<file path="config.mk">
export PLATFORM = sky130hd
export DESIGN_NAME = prbs_acq_fsm
export DESIGN_NICKNAME = d
export VERILOG_FILES = /design/src/rtl/prbs_pkg.sv /design/src/rtl/prbs_acq_fsm.sv
export SDC_FILE = /design/constraint.sdc
export NUM_CORES = 1
export LEC_CHECK = 0
export CAP_MARGIN = 10
export CORE_AREA = 2 2 39 41
export CTS_CLUSTER_SIZE = 20
export DETAILED_ROUTE_END_ITERATION = 12
export DIE_AREA = 0 0 41 43
export PLACE_DENSITY_LB_ADDON = 0.15
export SLEW_MARGIN = 20
export SYNTH_ARGS = -nofsm -noshare
export SYNTH_HDL_FRONTEND = slang
export SYNTH_SLANG_ARGS = --single-unit
</file>
<file path="constraint.sdc">
create_clock -name clk -period 1.8 [get_ports clk]
set_input_delay 0.27 -clock clk [delete_from_list [all_inputs] [get_ports clk]]
set_output_delay 0.27 -clock clk [all_outputs]
set_load 0.02 [all_outputs]
</file>
<file path="src/rtl/prbs_pkg.sv">
package prbs_pkg;
  typedef enum logic [1:0] {
    ST_LOAD   = 2'd0,
    ST_VERIFY = 2'd1,
    ST_LOCK   = 2'd2
  } acq_state_e;
endpackage

</file>
<file path="src/rtl/prbs_acq_fsm.sv">
module prbs_acq_fsm
  import prbs_pkg::*;
#(
  parameter int W   = 11,
  parameter int WIN = 32
) (
  input  logic clk,
  input  logic rst_n,
  input  logic ce,
  input  logic din,
  input  logic pred,
  input  logic bad,
  input  logic drop,
  output logic load_sel,
  output logic locked
);
  localparam int MAXC = (W > WIN) ? W : WIN;
  localparam int CW   = $clog2(MAXC + 1);

  acq_state_e    st_q, st_d;
  logic [CW-1:0] cnt_q, cnt_d;

  always_comb begin
    st_d  = st_q;
    cnt_d = cnt_q;
    unique case (st_q)
      ST_LOAD: if (ce) begin
        if (cnt_q == CW'(W - 1)) begin
          st_d  = ST_VERIFY;
          cnt_d = '0;
        end else begin
          cnt_d = cnt_q + 1'b1;
        end
      end
      ST_VERIFY: if (ce) begin
        if (((cnt_q == '0) && bad) || (pred != din)) begin
          st_d  = ST_LOAD;
          cnt_d = '0;
        end else if (cnt_q == CW'(WIN - 1)) begin
          st_d  = ST_LOCK;
          cnt_d = '0;
        end else begin
          cnt_d = cnt_q + 1'b1;
        end
      end
      ST_LOCK: if (drop) begin
        st_d  = ST_LOAD;
        cnt_d = '0;
      end
      default: begin
        st_d  = ST_LOAD;
        cnt_d = '0;
      end
    endcase
  end

  always_ff @(posedge clk or negedge rst_n) begin
    if (!rst_n) begin
      st_q  <= ST_LOAD;
      cnt_q <= '0;
    end else begin
      st_q  <= st_d;
      cnt_q <= cnt_d;
    end
  end

  assign locked   = (st_q == ST_LOCK);
  assign load_sel = !locked;

  AST_LOCK_VIA_WINDOW: assert property (@(posedge clk) disable iff (!rst_n)
    $rose(locked) |-> ($past(st_q) == ST_VERIFY));
  AST_DROP_UNLOCKS: assert property (@(posedge clk) disable iff (!rst_n)
    drop |=> !locked);
endmodule

</file>
==> summary.txt, run 1 <==
Layout Area Growth over Synthesis: 29.41%
Avg WL per Cell: 13.46 um
Final Slew Violations: 0
critical setup path kind: flop to output pin
post-layout instance area: 660.6 um^2
library cells used by synthesis: 23
Seq/Total Area, Yosys: 39.22%
DP Wirelength: 892.9 um
FP Rows: 14
routed wl met2: 546 um
Synth warnings: 0
Final Skew: 0.005542 ns
die area: 1763 um^2
IR drop worst, VDD: 744.1 uV
R2R Path Start: cnt_q[1]
Via density: 5.540
clock buffer depth: 2
CTS clk-pin slew, worst paths: 0.06 ns
Antenna Nets Post-Route: 0
Cell Area, Synth: 510.5 um^2
Routed Wire Length: 1171 um
post-route clock period utilization: 95.01%
Pwr Density: 1258 nW/um^2
RSZ-0062 raised after global routing: yes
critical path required time: 1.53 ns
final hold vios: 0
Final Non-Filler Cells: 87
CTS tree: yes
post-placement cell area: 635.6 um^2
Critical Path Sink Type: output pin
most frequent cells in the layout: dfrtp_1 (8), clkdlybuf4s50_1 (7), o21ai_0 (5), nor2_1 (5)
status: finished, final reports clean
routed metal-1 wirelength: 517 um
Critical Path Fanout Max: 5
final setup fails: 0
via count: 482
storage element area: 200.2 um^2
Hold Path Class: primary input to asynchronous set/reset pin
Fill cells: 121
Yosys reg bits: 8
n_diodes: 0
die height: 43 um
initial DRC count: 10
initial antenna violation count: 0
drt pass-1 iters: 4
CTS sink cnt: 8
Max Fclk: 584.7 MHz
CTS buffer count: 3
commonest non-fill, non-tap cell in the layout: dfrtp_1
first-pass GRT wire length: 1925 um
fin nets: 83
PortBufs: 8
final core utilization: 47.74%
total global-route track usage: 16.89%
worst skew pair latency: 0.25 ns
R2R setup slack: 0.11 ns
cts hold-fix bufs: 0
FF-to-FF End: cnt_q[2]
Core Footprint: 1384 um^2
largest net degree at the start of global routing: 11
Residual DRC: 0
placed cell count: 84
R2R cell count: 6
pin slew with the least headroom to its limit: 0.4127 ns
Worst EP arrival: 1.44 ns
Routability Congestion: 0.7566
Final Critical Period: 1.710 ns
met3 wire len: 73 um
area of the multi-input gates: 290.3 um^2
vias in the first global route: 447
Hold WS: 0.3155 ns
share of layout cells above drive strength 1: 11.27%
Critical Path Source Type: flop
Slew HR: 72.40%
DR top layer: met4
aggregate global routing overflow: 0
Die Wd: 41 um
H-Tree Depth: 1
syn_nets: 67
Leak: 0.3153 nW
IO Pins: 9
Initial Util: 36.89%
Post-Synthesis Cells: 57
Post-Syn Area per Cell: 8.956 um^2
root buf cell: clkbuf_4
max_cap viols: 0
## area by class of cell
cell class | instances | share of cell area [%]
multi-input cells | 44 | 43.94
flip-flops and latches | 8 | 30.30
repair buffers | 12 | 17.05
clock buffers | 3 | 3.409
well taps | 16 | 3.030
inverters | 4 | 2.273
## registers in the layout, indices dropped and copies added, names as in the netlist
register and count:
st_q 2, cnt_q 6
## metrics by stage
step | worst slack [ns] | total power (W) | setup TNS, ns
floorplan | 0.3007 | 0.0005517 | 0
global placement | -0.07483 | 0.0006993 | -0.1160
detailed placement | -0.08050 | 0.0006992 | -0.1986
CTS | 0.01579 | 0.0008383 | 0
global route | -0.02353 | 0.0009155 | -0.02353
finish | 0.08983 | 0.0008311 | 0
## logic make-up after synthesis
family,share of synthesized area (%)
compound gates,26.47
xor+xnor,1.716
fa+ha+maj,7.354
buf+inv,3.920
flops,39.22
simple gates,21.32
## Yosys cell counts
cell	instances	area [um^2]
a211o_1	1	8.760
a211oi_1	3	22.52
a21oi_1	1	5.000
a311o_1	2	20.02
a31oi_1	3	18.77
and3_1	3	18.77
clkbuf_2	1	5.000
dfrtp_1	8	200.2
ha_1	3	37.54
inv_1	4	15.01
nand2_1	2	7.510
nand2b_1	3	18.77
nand3_1	4	20.02
nand3b_1	1	7.510
nor2_1	5	18.77
nor2b_1	2	12.51
nor3_1	1	5.000
o21a_1	1	7.510
o21ai_0	5	25.02
o21ai_1	1	5.000
o21ai_4	1	16.27
o22ai_1	1	6.260
xor2_1	1	8.760
## worst max-delay path by stage
| stage | start | endpoint | slack (ns) | cells after the start |
|---|---|---|---|---|
| floorplan | cnt_q[1] | cnt_q[2] | 0.30 | 6 |
| global placement | din | cnt_q[2] | -0.07 | 6 |
| detailed placement | din | cnt_q[2] | -0.08 | 6 |
| CTS | st_q[0] | locked | 0.02 | 3 |
| global route | cnt_q[1] | cnt_q[2] | -0.02 | 6 |
| finish | st_q[0] | load_sel | 0.09 | 2 |
## per-layer routing
metal	up-vias	global-route usage [%]
met5	-	0
met3	4	3.141
met4	0	12.00
li1	236	-
met2	16	23.13
met1	226	22.82
## worst max-delay path: stages (launching register included)
cell and delay (ns):
dfrtp_1 0.39, nand2b_1 0.18, clkdlybuf4s50_1 0.62
## what timing repair did
item | CTS | global route
endpoints found under the setup margin | 0 | 2
buffers inserted | 0 | 0
gates resized for setup | 0 | 1
## power by group
group,internal (W),switching (W)
combinational,0.000188,0.000231
clock,0.0000762,0.0000598
sequential,0.000229,0.0000471
total,0.000493,0.000338
No activity file was read; power rests on OpenSTA's default activity.
==> run 2: changes to the inputs <==
--- a/config.mk
+++ b/config.mk
@@ -5,11 +5,12 @@
 export SDC_FILE = /design/constraint.sdc
 export NUM_CORES = 1
 export LEC_CHECK = 0
-export CAP_MARGIN = 10
-export CORE_AREA = 2 2 39 41
+export CAP_MARGIN = 20
+export CELL_PAD_IN_SITES_DETAIL_PLACEMENT = 1
+export CELL_PAD_IN_SITES_GLOBAL_PLACEMENT = 2
+export CORE_UTILIZATION = 29
 export CTS_CLUSTER_SIZE = 20
 export DETAILED_ROUTE_END_ITERATION = 12
-export DIE_AREA = 0 0 41 43
 export PLACE_DENSITY_LB_ADDON = 0.15
 export SLEW_MARGIN = 20
 export SYNTH_ARGS = -nofsm -noshare
==> summary.txt, run 2 (synthesis gave the netlist of run 1 again) <==
Residual DRC: 0 (unchanged)
CTS clk-pin slew, worst paths: 0.06 ns (about the same)
final setup fails: 0 (unchanged)
Layout Area Growth over Synthesis: 31.13% (was 29.41%)
Routed Wire Length: 1287 um (was 1171 um)
critical path required time: 1.99 ns (was 1.53 ns)
Core Footprint: 1577 um^2 (was 1384 um^2)
max_cap viols: 0 (unchanged)
Critical Path Source Type: flop (unchanged)
Final Skew: 0.002367 ns (was 0.005542 ns)
die height: 43.96 um (was 43 um)
register bank with the most flops: cnt_q (unchanged)
PortBufs: 8 (unchanged)
commonest non-fill, non-tap cell in the layout: dfrtp_1 (unchanged)
Critical Path Sink Type: flop (was output pin)
Worst EP arrival: 1.85 ns (was 1.44 ns)
vias in the first global route: 472 (was 447)
fin nets: 84 (was 83)
initial antenna violation count: 0 (unchanged)
total global-route track usage: 16.58% (was 16.89%)
final core utilization: 42.46% (was 47.74%)
via count: 480 (was 482)
Final Critical Period: 1.661 ns (was 1.710 ns)
Pwr Density: 1329 nW/um^2 (was 1258 nW/um^2)
share of layout cells above drive strength 1: 13.89% (was 11.27%)
worst setup path end: cnt_q[1] (was load_sel)
clock buffer depth: 2 (unchanged)
H-Tree Depth: 1 (unchanged)
status: finished, final reports clean (unchanged)
n_diodes: 0 (unchanged)
Slew HR: 72.27% (was 72.40%)
final hold vios: 0 (unchanged)
R2R setup slack: 0.14 ns (was 0.11 ns)
Antenna Nets Post-Route: 0 (unchanged)
biggest regs: cnt_q x6, st_q x2 (unchanged)
RSZ-0062 raised after global routing: no (was yes)
Avg WL per Cell: 14.63 um (was 13.46 um)
pin slew with the least headroom to its limit: 0.4146 ns (was 0.4127 ns)
Die Wd: 43.96 um (was 41 um)
die area: 1932 um^2 (was 1763 um^2)
FP Rows: 14 (unchanged)
Initial Util: 32.38% (was 36.89%)
Hold Path Class: primary input to asynchronous set/reset pin (unchanged)
IR drop worst, VDD: 679.7 uV (was 744.1 uV)
first-pass GRT wire length: 2214 um (was 1925 um)
critical setup path kind: flop to flop (was flop to output pin)
most frequent cells in the layout: dfrtp_1 (7), clkdlybuf4s50_1 (6), o21ai_0 (5), nor2_1 (5) (was dfrtp_1 (8), clkdlybuf4s50_1 (7), o21ai_0 (5), nor2_1 (5))
aggregate global routing overflow: 0 (unchanged)
Leak: 0.3029 nW (was 0.3153 nW)
Via density: 5.455 (was 5.540)
Final Slew Violations: 0 (unchanged)
CTS tree: yes (unchanged)
Routability Congestion: 0.6761 (was 0.7566)
Worst Setup SP: cnt_q[1] (was st_q[0])
Hold WS: 0.3011 ns (was 0.3155 ns)
Max Fclk: 602.0 MHz (was 584.7 MHz)
DP Wirelength: 932.7 um (was 892.9 um)
Critical Path Fanout Max: 5 (unchanged)
drt pass-1 iters: 5 (was 4)
number of flip-flops in the largest register: 6 (unchanged)
worst skew pair latency: 0.27 ns (was 0.25 ns)
CTS sink cnt: 8 (unchanged)
initial DRC count: 3 (was 10)
FF-to-FF End: cnt_q[1] (was cnt_q[2])
overall power: 0.0008896 W (was 0.0008311 W)
largest net degree at the start of global routing: 11 (unchanged)
root buf cell: clkbuf_4 (unchanged)
IO Pins: 9 (unchanged)
R2R Path Start: cnt_q[1] (unchanged)
CTS buffer count: 3 (unchanged)
post-route clock period utilization: 92.29% (was 95.01%)
R2R cell count: 7 (was 6)
## run 2: repair_timing
item | CTS | global route
cloned | 0 | 1
pin swaps | 0 | 1
hold buffers | 0 | 0
setup buffers | 0 | 2
gates resized for setup | 2 | 1
endpoints found under the setup margin | 2 | 2
## run 2: layout make-up
type,count,area (um^2)
Tap cell,16,20.02
Multi-Input combinational cell,45,299.0
Clock buffer,3,22.52
Timing Repair Buffer,12,111.4
Sequential cell,8,201.4
Inverter,4,15.01
Fill cell,202,907.1
## run 2: report_power, final
part / internal (W) / total (W) / switching [W]
registers: 0.000230 / 0.000293 / 0.0000623
logic: 0.000210 / 0.000445 / 0.000235
clock network: 0.0000772 / 0.000152 / 0.0000744
total: 0.000518 / 0.000890 / 0.000372
## run 2: layer usage
| layer | share of wire (%) | routed length (um) | global-route usage [%] |
|---|---|---|---|
| met1 | 50 | 646 | 22.88 |
| met2 | 44 | 564 | 22.99 |
| met3 | 2.7 | 35 | 3.750 |
| met4 | 3.1 | 40 | 10.91 |
| met5 | 0 | 0 | 0 |
## run 2: worst min-delay path by stage
stage	start	end	slack (ns)
after CTS	rst_n	st_q[0]	0.32
after global placement	cnt_q[2]	cnt_q[2]	0.52
after floorplan	rst_n	cnt_q[0]	-0.03
final	rst_n	cnt_q[4]	0.30
after global routing	rst_n	cnt_q[4]	0.34
after detailed placement	cnt_q[2]	cnt_q[2]	0.52
## run 2: critical path: stages, from the launching register on
cell     delay, ns
dfrtp_1       0.41
ha_1          0.22
and3_1        0.21
and3_1        0.24
o21ai_4       0.21
buf_4         0.14
nand3_1       0.07
o21ai_0       0.07
## run 2: metrics by stage
stage / TNS [ns] / area (um^2) / setup slack, ns / instances
floorplan: 0 / 510.5 / 0.3007 / 57
global placement: -0.07796 / 620.6 / -0.03601 / 82
detailed placement: -0.2366 / 620.6 / -0.09105 / 82
CTS: 0 / 643.1 / 0.01891 / 85
global route: 0 / 669.4 / 0.007487 / 88
finish: 0 / 669.4 / 0.1389 / 88
